File: src/rtl/shifter_pkg.sv
// Package: shared mode encoding for the log-stage shifter.
// Assumes: the mode code is two bits; bit 0 is direction, bit 1 sign fill.
package shifter_pkg;

    typedef enum logic [1:0] {
        SH_LEFT      = 2'b00,
        SH_RIGHT_LOG = 2'b01,
        SH_UNDEF     = 2'b10,
        SH_RIGHT_ARI = 2'b11
    } shift_mode_e;

    localparam int DIR_BIT  = 0;
    localparam int SIGN_BIT = 1;

endpackage

File: src/rtl/bit_mirror.sv
// Module: bit_mirror
// Reverses the bit order of a word: out[i] = in[W-1-i].
// Assumes: nothing beyond W >= 1; pure wiring, no logic depth.
module bit_mirror #(
    parameter int W = 32
) (
    input  logic [W-1:0] din,
    output logic [W-1:0] dout
);

    // One wire per bit position, crossing the word end to end.
    for (genvar i = 0; i < W; i++) begin : g_mirror
        assign dout[i] = din[W-1-i];
    end

endmodule

File: src/rtl/shift_stage.sv
// Module: shift_stage
// One layer of the cascade: when en is set, moves the word DIST places
// toward the MSB and feeds fill into the DIST freed low positions;
// otherwise passes the word through.
// Assumes: 0 < DIST < W.
module shift_stage #(
    parameter int W    = 32,
    parameter int DIST = 1
) (
    input  logic [W-1:0] din,
    input  logic         fill,
    input  logic         en,
    output logic [W-1:0] dout
);

    logic [W-1:0] moved;

    // Shifted candidate, with fill replicated into the low positions.
    assign moved = {din[W-1-DIST:0], {DIST{fill}}};

    // Stage select: one 2:1 multiplexer layer per bit.
    always_comb begin
        dout = en ? moved : din;
    end

endmodule

File: src/rtl/left_cascade.sv
// Module: left_cascade
// Chain of power-of-two shift_stage layers (W/2 down to 1), each enabled
// by one count bit, giving any left shift from 0 to W-1 positions.
// Assumes: W is a power of two, so CNT_W bits address exactly W distances.
module left_cascade #(
    parameter int W = 32,
    localparam int CNT_W = $clog2(W)
) (
    input  logic [W-1:0]     din,
    input  logic             fill,
    input  logic [CNT_W-1:0] cnt,
    output logic [W-1:0]     dout
);

    logic [W-1:0] chain [0:CNT_W];

    assign chain[0] = din;

    // Largest distance first; layer k is driven by count bit CNT_W-1-k.
    for (genvar k = 0; k < CNT_W; k++) begin : g_layer
        localparam int BIT_IDX = CNT_W - 1 - k;
        shift_stage #(
            .W    (W),
            .DIST (1 << BIT_IDX)
        ) u_stage (
            .din  (chain[k]),
            .fill (fill),
            .en   (cnt[BIT_IDX]),
            .dout (chain[k+1])
        );
    end

    assign dout = chain[CNT_W];

endmodule

File: src/rtl/log_shifter.sv
// Module: log_shifter (top)
// Combinational shifter with logical left, logical right and arithmetic
// right modes. Right shifts mirror the data, run it through the single
// left cascade, and mirror the output back.
// Assumes: DATA_W is a power of two; inputs are stable and X-free when
// the result is evaluated. The code 2'b10 is treated as a left shift.
module log_shifter
    import shifter_pkg::*;
#(
    parameter int DATA_W = 32
) (
    input  logic [DATA_W-1:0] opd_a,
    input  logic [DATA_W-1:0] opd_b,
    input  logic [1:0]        mode,
    output logic [DATA_W-1:0] result
);

    localparam int CNT_W = $clog2(DATA_W);
    localparam int MSB   = DATA_W - 1;

    logic [CNT_W-1:0]  cnt;
    logic              go_right;
    logic              fill_bit;
    logic [DATA_W-1:0] a_mirror;
    logic [DATA_W-1:0] casc_in;
    logic [DATA_W-1:0] casc_out;
    logic [DATA_W-1:0] out_mirror;
    logic              b_hi_unused;

    // Distance comes from the low bits of B only.
    assign cnt         = opd_b[CNT_W-1:0];
    assign b_hi_unused = ^opd_b[DATA_W-1:CNT_W];

    // Decode direction, and the fill bit; sign fill needs both mode bits.
    always_comb begin
        go_right = mode[DIR_BIT];
        fill_bit = mode[SIGN_BIT] & mode[DIR_BIT] & opd_a[MSB];
    end

    bit_mirror #(.W(DATA_W)) u_in_mirror (
        .din  (opd_a),
        .dout (a_mirror)
    );

    // Select the natural or mirrored word as the cascade input.
    always_comb begin
        casc_in = go_right ? a_mirror : opd_a;
    end

    left_cascade #(.W(DATA_W)) u_cascade (
        .din  (casc_in),
        .fill (fill_bit),
        .cnt  (cnt),
        .dout (casc_out)
    );

    bit_mirror #(.W(DATA_W)) u_out_mirror (
        .din  (casc_out),
        .dout (out_mirror)
    );

    // Undo the mirroring for right shifts.
    always_comb begin
        result = go_right ? out_mirror : casc_out;
    end

    // ---------------- assertions ----------------
    logic [DATA_W-1:0] low_mask;
    logic [DATA_W-1:0] high_mask;

    // Masks of the positions a shift of cnt vacates, used only by checks.
    always_comb begin
        low_mask  = ~({DATA_W{1'b1}} << cnt);
        high_mask = ~({DATA_W{1'b1}} >> cnt);
    end

    // Check the output against the input word and the mode, per mode.
    always_comb begin
        if (cnt == '0) begin
            AST_ZERO_PASS: assert (result == opd_a) else $error("zero count altered data");
        end
        if (mode == SH_LEFT) begin
            AST_LEFT_ZERO_FILL: assert ((result & low_mask) == '0) else $error("left fill not zero");
            AST_LEFT_LSB_LANDS: assert (result[cnt] == opd_a[0]) else $error("left LSB misplaced");
        end
        if (mode == SH_UNDEF) begin
            AST_UNDEF_NO_SIGN: assert ((result & low_mask) == '0) else $error("undefined mode filled");
        end
        if (mode == SH_RIGHT_LOG) begin
            AST_RLOG_ZERO_FILL: assert ((result & high_mask) == '0) else $error("logical right fill not zero");
        end
        if (mode == SH_RIGHT_ARI) begin
            AST_RARI_SIGN_FILL: assert ((result & high_mask) == (opd_a[MSB] ? high_mask : '0)) else $error("sign fill wrong");
        end
        if (go_right) begin
            AST_RIGHT_MSB_LANDS: assert (result[MSB - int'(cnt)] == opd_a[MSB]) else $error("right MSB misplaced");
        end
    end

endmodule

File: config.mk
export PLATFORM = sky130hd
export DESIGN_NAME = log_shifter
export DESIGN_NICKNAME = d
export VERILOG_FILES = /design/src/rtl/shifter_pkg.sv /design/src/rtl/bit_mirror.sv /design/src/rtl/shift_stage.sv /design/src/rtl/left_cascade.sv /design/src/rtl/log_shifter.sv
export SDC_FILE = /design/constraint.sdc
export NUM_CORES = 1
export LEC_CHECK = 0
export BUFFER_PORTS_ARGS = -buffer_cell sky130_fd_sc_hd__buf_2
export CAP_MARGIN = 10
export CORE_MARGIN = 5
export CORE_UTILIZATION = 55
export DETAILED_ROUTE_END_ITERATION = 8
export PLACE_DENSITY_LB_ADDON = 0.15
export SLEW_MARGIN = 5
export SYNTH_ARGS = -nofsm -noshare
export SYNTH_HDL_FRONTEND = slang
export SYNTH_SLANG_ARGS = --single-unit
export TNS_END_PERCENT = 10
File: constraint.sdc
create_clock -name vclk -period 8.47
set_clock_uncertainty 0.15 [all_clocks]
set_input_delay 1.2705 -clock vclk [all_inputs]
set_output_delay 1.2705 -clock vclk [all_outputs]
set_load 0.05 [all_outputs]
# == Word level (Yosys, flattened, before mapping) ==
# Index checks and enable logic that the tools add are counted.
# W data, S select, Z words.
# totals
reg_bits,0
in_bits,66
# classes
mux,7
bitwise_logic,2
# ops
cell,n
$mux W32,7
$and A1 B1 Y1,2

# == Logic depth before layout (Yosys ltp) ==
# Gate-level depths: netlist (run 1).
# depth
ltp_word,8
depth_mapped,10
depth_no_buf,6

# == By module ==
# From an unflattened synthesis (run 1), not the netlist that was laid out.
# hier_totals
hier_cells,317
hier_area_um2,4190.3
# by_module_without_submodules
mod,n_inst,cells_each,area_per_inst_um2
shift_stage at u_cascade.g_layer[1].u_stage ...,4,36,544.3
log_shifter,1,72,983.4
shift_stage at u_cascade.g_layer[0].u_stage,1,37,549.3
bit_mirror,2,32,240.2

# == Worst setup path after synthesis (run 1) ==
# No wires, ideal clock.
# synth_path
path_kind,input port to output port
from,in mode[0]
to,out result[0]
arrival_ns,3.717
required_ns,7.049
slack_ns,3.332
cell_stages,8
path_buffers,2
path_cell_list,buf_6 > buf_6 > mux2i_1 > mux4_2 > o22ai_1 > a211oi_1 > and2_1 > o31ai_1
# synth_between
elab_chain_cells,8
elab_cells_between_ends,9
# synth_lines
item,line,text
from (decl),log_shifter.sv:14,"input logic [1:0] mode,"
$and A1 B1 Y1 (2 in a row),log_shifter.sv:37,fill_bit = mode[SIGN_BIT] & mode[DIR_BIT] & opd_a[MSB];
$mux W32 (5 in a row),shift_stage.sv:23,dout = en ? moved : din;
$mux W32 *,log_shifter.sv:64,result = go_right ? out_mirror : casc_out;
to (decl),log_shifter.sv:15,output logic [DATA_W-1:0] result
# Mark *: on every way between the ends. The rest lies on a longest branch, timed or not.

# == Final worst setup path (run 1) ==
# layout_path
from,in mode[0]
to,out result[11]
# The elaborated chain is that of the path after synthesis.

==> results of run 1 <==
-- worst max-delay path, stage by stage --
cell and delay [ns]:
buf_4 0.61, mux2i_1 0.78, nand2_1 0.11, o211ai_1 0.32
o211ai_1 0.22, a2111oi_0 0.78, mux2i_1 0.17, buf_2 0.26
-- layer usage --
metal	vias up	share of wire	wire length, um	GRT usage
met5	-	0	0	0
met4	0	0.037	466	0.09915
met3	31	0.11	1370	0.05703
met2	288	0.43	5379	0.5059
met1	1879	0.42	5229	0.4590
li1	1842	-	-	-
-- final cells by class --
| type | count | area share |
|---|---|---|
| multi-input cells | 397 | 0.8589 |
| repair buffers | 73 | 0.1067 |
| well taps | 75 | 0.02685 |
| inverters | 7 | 0.007519 |
-- through the flow --
step | setup slack, ns | util | instance area (um^2) | hold slack (ns) | total power, mW
6_report | 2.509 | 0.6009 | 3495 | 2.959 | 0.3400
5_1_grt | 2.262 | 0.6009 | 3495 | 3.006 | 0.3602
4_1_cts | 2.592 | 0.6009 | 3495 | 2.966 | 0.3344
3_5_place_dp | 2.614 | 0.6009 | 3495 | 2.965 | 0.3330
3_3_place_gp | 2.651 | 0.6009 | 3495 | 2.945 | 0.3314
2_1_floorplan | 3.332 | - | 3244 | 2.946 | 0.2545
-- cell families (layout without fill, tap and decap cells) --
group | Yosys count | in the layout | share of synthesized area
simple gates | 156 | 156 | 0.2287
compound gates | 132 | 132 | 0.2889
mux | 109 | 109 | 0.4076
buf+inv | 50 | 80 | 0.07481
-- where the power goes --
group          switching [mW]  internal, mW
clock                       0             0
sequential                  0             0
combinational           0.235         0.105
total                   0.235         0.105
-- worst max-delay path by stage --
stage | endpoint | slack [ns] | cells past startpoint
after CTS | result[11] | 2.59 | 9
after global placement | result[29] | 2.65 | 8
after detailed placement | result[11] | 2.61 | 9
final | result[11] | 2.51 | 8
after global routing | result[20] | 2.26 | 8
after floorplan | result[0] | 3.33 | 8
-- placed cells by master (no fill, tap or decap), drive strengths merged, types with 7 or more instances in the layout --
cell / instances
mux4: 15
inv: 7
o21ai: 13
nor3: 11
o211ai: 9
buf: 73
a22oi: 9
mux2i: 71
nand3: 8
o22ai: 37
nand2: 43
a21oi: 11
nor4: 7
a211oi: 8
nor2: 48
mux2: 23
==> impl_metrics.yaml, run 1 <==
outcome:
  outcome: "complete, no violations"
finish:
  seqCellArea_um2: 0
  final_cell_count_no_fill: 552
  area_growth_pct: 7.713
  nClkBuffers: 0
  drive_above_1_share: 0.2243
  fill_cells: 582
  design.seq.count: 0
  multi_input_area_um2: 3002
  diodes: 0
  fin_nets: 545
worst_setup_path:
  startpoint_type: "input pin"
  cp-end-kind: "output port"
  startpoint: "mode[0]"
  critPathMaxFanout: 61
  path_class: "in -> out"
  arrival_ns: 4.54
  required_ns: 7.05
drt:
  drtPass1Iterations: 7
  antenna_left: 0
  drt_iter0_markers: 457
  wl_per_cell_um: 22.55
  drc_errors: 0
  vias_per_cell: 7.319
  wl_um: 12450
  num_vias: 4040
place:
  place_inst: 552
  hpwl_um: 9479
  place.gp.congestion: 1.008
  io_buffers: 71
global_routing:
  grt_max_degree: 62
  antenna_found_initial: 0
  grt.total_usage: 0.3265
  grt_overflow_total: 0
  grt_pass1_vias: 3631
  grt_pass1_wl_um: 19630
timing:
  fin_setup_tns_ns: 0
  max_freq_mhz: 167.8
  hold_viol_final: 0
  fin_crit_ns: 5.961
  setup_viol_count_final: 0
  worst_pin_slew_ns: 1.047
  maxSlewViolCount: 0
  rsz0062_at_grt: "false"
  max_slew_margin: 0.3022
  fin_crit_sh: 0.7038
synth:
  synthesis.nets: 513
  avgSynthCellArea_um2: 7.258
  synth_area_leader_cell: "mux2i_1"
  syn_area_um2: 3244
  yosysWarningCount: 0
  synth_cell_type_count: 63
  synth_top_cells_by_area: "mux2i_1 (21%), mux4_2 (9.0%), o22ai_1 (7.1%), nor2_1 (5.6%), nand2_1 (5.0%)"
  synth-seq-area-share: 0
  synth_common_cells: "mux2i_1 (69), nor2_1 (48), nand2_1 (43)"
  yosysTopAreaCellShare: 0.2129
  netlist_instances: 447
  synth_most_common_cell: "mux2i_1"
cts:
  hold_buffers: 0
  postCtsSetupBuffers: 0
  ctsResizeCount: 0
min_path:
  min_path_cells: 4
  hold_start: "opd_a[30]"
  holdPathEnd: "result[30]"
  hold_class: "in -> out"
floorplan:
  die_w_um: 86.81
  core_um2: 5816
  rows: 28
  die_y_um: 86.81
  initial_core_util: 0.5579
  ioPinCount: 98
  dieArea_um2: 7535
pwr:
  ir_drop_mv: 0.07347
  power.leakage_nw: 1.471
  power_density_nw_per_um2: 97.31
flow_run:
  cap_violations: 0
Power figures use the tool's default switching activity.
==> run 2, diff against run 1 <==
--- a/config.mk
+++ b/config.mk
@@ -5,10 +5,11 @@
 export SDC_FILE = /design/constraint.sdc
 export NUM_CORES = 1
 export LEC_CHECK = 0
+export ABC_AREA = 1
 export BUFFER_PORTS_ARGS = -buffer_cell sky130_fd_sc_hd__buf_2
 export CAP_MARGIN = 10
 export CORE_MARGIN = 5
-export CORE_UTILIZATION = 55
+export CORE_UTILIZATION = 52
 export DETAILED_ROUTE_END_ITERATION = 8
 export PLACE_DENSITY_LB_ADDON = 0.15
 export SLEW_MARGIN = 5
==> constraint.sdc (replaced) <==
create_clock -name vclk -period 5.91
set_clock_uncertainty 0.15 [all_clocks]
set_input_delay 0.8865 -clock vclk [all_inputs]
set_output_delay 0.8865 -clock vclk [all_outputs]
set_load 0.05 [all_outputs]
==> impl_metrics.yaml, run 2 <==
outcome:
  outcome: "complete, no violations"
floorplan:
  rows: 25
  die_w_um: 78.66
  ioPinCount: 98
  dieArea_um2: 6187
  initial_core_util: 0.5259
  core_um2: 4661
  die_y_um: 78.66
worst_setup_path:
  arrival_ns: 3.41
  cp-end-kind: "output port"
  cp_cell_sequence: "buf_2 > inv_2 > nand2_1 > nand3_1 > nand3_1 > nand2_1 > nand2_1 > nand2_1 > nand2_1 > nand3_1 > nand3_1 > nand2_1 > buf_2"
  crit_end: "result[1]"
  path_class: "in -> out"
  max_stage_delay_ns: 0.76
  cp_slowest_cell: "inv_2"
  crit_top_cell: "nand2_1"
  cp.depth: 13
  crit_family: "buffers and inverters"
  startpoint: "mode[0]"
  critPathBufInv: 3
  startpoint_type: "input pin"
  critPathMaxFanout: 64
  required_ns: 4.87
cts:
  hold_buffers: 0
  ctsResizeCount: 0
  postCtsSetupBuffers: 0
finish:
  final_cell_mix: "nand3_1 (338), nand2_1 (127), buf_2 (71), inv_1 (7)"
  layout_commonest_cell: "nand3_1"
  diodes: 0
  fin_nets: 616
  seqCellArea_um2: 0
  design.seq.count: 0
  drive_above_1_share: 0.1387
  nClkBuffers: 0
  area_growth_pct: 7.912
synth:
  synth-seq-area-share: 0
  netlist_instances: 523
  synth_cell_type_count: 10
  synthesis.nets: 589
  synth_common_cells: "nand3_1 (338), nand2_1 (127), buf_2 (21)"
  yosysTopAreaCellShare: 0.6901
  yosysWarningCount: 0
  synth_most_common_cell: "nand3_1"
  synth_area_leader_cell: "nand3_1"
  synth_top_cells_by_area: "nand3_1 (69%), nand2_1 (19%), buf_2 (4.3%), buf_1 (2.0%), buf_4 (1.5%)"
  avgSynthCellArea_um2: 4.687
  syn_area_um2: 2451
timing:
  setup_viol_count_final: 0
  setup_ws_ns: 1.466
  maxSlewViolCount: 0
  fin_crit_sh: 0.7519
  worst_pin_slew_ns: 0.9909
  hold_viol_final: 0
  fin_crit_ns: 4.444
  max_freq_mhz: 225.0
  max_slew_margin: 0.3394
  fin_setup_tns_ns: 0
  rsz0062_at_grt: "false"
global_routing:
  grt_max_degree: 65
  grt_pass1_vias: 3287
  antenna_found_initial: 0
  grt.total_usage: 0.2780
  grt_pass1_wl_um: 14750
  grt_overflow_total: 0
drt:
  vias_per_cell: 6.267
  num_vias: 3773
  wl_per_cell_um: 14.41
  wl_um: 8677
  drt_iter0_markers: 465
  drc_errors: 0
  drtPass1Iterations: 6
  antenna_left: 0
place:
  io_buffers: 71
  dp_slack_ns: 1.514
  place.gp.congestion: 0.9247
  hpwl_um: 6717
pwr:
  power.leakage_nw: 1.431
  power_density_nw_per_um2: 140.7
  ir_drop_mv: 0.07270
min_path:
  hold_class: "in -> out"
  min_path_cells: 4
flow_run:
  cap_violations: 0
-- run 2: changes by cell type after synthesis, sizes merged, moves of 13 or more --
cell	change
nand3	+330
nand2	+86
mux2i	-71
nor2	-48
o22ai	-37
buf	+24
mux2	-23
clkbuf	-20
mux4	-15
o21ai	-13
-- run 2: where the power goes --
part           switching (mW)  internal, mW
logic                   0.275        0.0974
registers                   0             0
clock network               0             0
-- run 2: worst min path at each step --
stage            endpoint    start  slack, ns
2_1_floorplan   result[0]  mode[0]       2.15
3_3_place_gp   result[28]  mode[0]       2.26
3_5_place_dp   result[28]  mode[0]       2.27
4_1_cts        result[28]  mode[0]       2.27
5_1_grt         result[3]  mode[0]       2.34
6_report       result[28]  mode[0]       2.27
-- run 2: routing by layer --
layer,part of all wire,GRT usage,routed length (um)
met5,0,0,0
met4,0.028,0.07168,239
met3,0.074,0.02982,639
met2,0.46,0.4754,3970
met1,0.44,0.3680,3828
-- run 2: kinds of logic (layout without fill, tap and decap cells) --
| family | after synthesis | count (layout) | synth area share |
|---|---|---|---|
| buffers and inverters | 56 | 81 | 0.1103 |
| AND/OR/NAND/NOR | 467 | 467 | 0.8897 |
-- run 2: metrics by stage --
step	power [mW]	cell area (um^2)	hold slack (ns)	instances	util
2_1_floorplan	0.2967	2451	2.148	523	-
3_3_place_gp	0.3663	2645	2.260	602	0.5675
3_5_place_dp	0.3697	2645	2.270	602	0.5675
4_1_cts	0.3704	2645	2.271	602	0.5675
5_1_grt	0.4091	2645	2.342	602	0.5675
6_report	0.3723	2645	2.274	602	0.5675
-- run 2: final cells by class --
type,instances,area [um^2]
fill,539,2016
inverter,9,33.78
multi-input combinational,467,2181
tap,54,67.56
timing repair buffer,72,362.8
==> run 3, diff against run 2 <==
--- a/config.mk
+++ b/config.mk
@@ -9,7 +9,7 @@
 export BUFFER_PORTS_ARGS = -buffer_cell sky130_fd_sc_hd__buf_2
 export CAP_MARGIN = 10
 export CORE_MARGIN = 5
-export CORE_UTILIZATION = 52
+export CORE_UTILIZATION = 47
 export DETAILED_ROUTE_END_ITERATION = 8
 export PLACE_DENSITY_LB_ADDON = 0.15
 export SLEW_MARGIN = 5
==> constraint.sdc (replaced) <==
create_clock -name vclk -period 3.64
set_clock_uncertainty 0.15 [all_clocks]
set_input_delay 0.546 -clock vclk [all_inputs]
set_output_delay 0.546 -clock vclk [all_outputs]
set_load 0.05 [all_outputs]
==> impl_metrics.yaml, run 3 (synthesized netlist as in run 2, its figures left out) <==
outcome:
  outcome: "complete, no violations"
finish:
  multi_input_area_um2: 2181
  area_growth_pct: 12.10
  diodes: 0
  fill_cells: 586
  final_cell_mix: "nand3_1 (338), nand2_1 (127), buf_2 (71), buf_4 (12), inv_1 (7)"
  design.seq.count: 0
  seqCellArea_um2: 0
  nClkBuffers: 0
  drive_above_1_share: 0.1556
  fin_nets: 627
  layout_commonest_cell: "nand3_1"
worst_setup_path:
  required_ns: 2.94
  max_stage_delay_ns: 0.37
  cp_cell_sequence: "buf_2 > inv_2 > buf_4 > nand2_1 > nand3_1 > nand3_1 > nand3_1 > nand3_1 > nand3_1 > nand3_1 > nand2_1 > buf_2"
  crit_top_cell: "nand3_1"
  path_class: "in -> out"
  startpoint_type: "input pin"
  arrival_ns: 2.34
  crit_family: "buffers and inverters"
  cp-end-kind: "output port"
  critPathMaxFanout: 33
  cp_slowest_cell: "inv_2"
  startpoint: "mode[0]"
  critPathBufInv: 4
timing:
  fin_setup_tns_ns: 0
  worst_pin_slew_ns: 0.8846
  setup_viol_count_final: 0
  max_freq_mhz: 329.2
  max_slew_margin: 0.4096
  rsz0062_at_grt: "false"
  maxSlewViolCount: 0
  fin_crit_ns: 3.038
  fin_crit_sh: 0.8345
  hold_viol_final: 0
  hold-worst-slack_ns: 1.569
min_path:
  min_path_cells: 6
  holdPathEnd: "result[0]"
  hold_start: "mode[1]"
  hold_class: "in -> out"
place:
  hpwl_um: 6790
  place.gp.congestion: 1.020
  io_buffers: 71
global_routing:
  grtUsageMet3: 0.01844
  grt_overflow_total: 0
  antenna_found_initial: 0
  grt_pass1_vias: 3289
  busiest_layer: "met2"
  grt_use_met2: 0.4511
  grt_max_degree: 41
  grt_use_met1: 0.3452
  grt_pass1_wl_um: 14590
  grt.total_usage: 0.2593
floorplan:
  die_w_um: 82.22
  core_um2: 5075
  die_y_um: 82.22
  initial_core_util: 0.4830
  ioPinCount: 98
  dieArea_um2: 6759
  rows: 26
drt:
  num_vias: 3805
  drt_iter0_markers: 504
  wl_um: 8565
  drc_errors: 0
  antenna_left: 0
  wl_per_cell_um: 13.62
  drtPass1Iterations: 5
  vias_per_cell: 6.049
cts:
  hold_buffers: 0
  ctsResizeCount: 0
  postCtsSetupBuffers: 0
flow_run:
  cap_violations: 0
pwr:
  power_density_nw_per_um2: 222.8
  power.leakage_nw: 1.484
  ir_drop_mv: 0.1412
## run 3: cell count changes in the layout (fill, tap and decap cells not counted), sizes merged
cell  previous run  this run
buf             72        83
## run 3: power by group
group	switching, mW	leakage [nW]	internal, mW
sequential	0	0	0
combinational	0.446	1.48	0.166
clock	0	0	0
## run 3: worst max-delay path by stage
stage / end / cells past startpoint
floorplan: result[29] / 11
global placement: result[31] / 12
detailed placement: result[31] / 12
CTS: result[0] / 12
global route: result[6] / 13
finish: result[0] / 12
## run 3: through the flow
step,setup WS (ns),cells,total power [mW],utilization,cell area [um^2]
floorplan,1.128,523,0.4817,-,2451
global placement,0.6615,629,0.6013,0.5414,2748
detailed placement,0.6278,629,0.6079,0.5414,2748
CTS,0.6215,629,0.6096,0.5414,2748
global route,0.3636,629,0.6748,0.5414,2748
finish,0.6024,629,0.6123,0.5414,2748
## run 3: cell type report
type	count	share of cell area
Multi-Input combinational cell	467	0.7937
Timing Repair Buffer	83	0.1621
Inverter	9	0.01230
Tap cell	70	0.03188
## run 3: worst min-delay path: cells and delay by family
kind / cells / cell delay [ns]
and+or+nand+nor: 4 / 0.33
buffers and inverters: 2 / 0.29
## run 3: per-layer routing
| metal | routed length [um] | part of all wire |
|---|---|---|
| met5 | 0 | 0 |
| met4 | 144 | 0.017 |
| met3 | 563 | 0.066 |
| met2 | 4119 | 0.48 |
| met1 | 3737 | 0.44 |
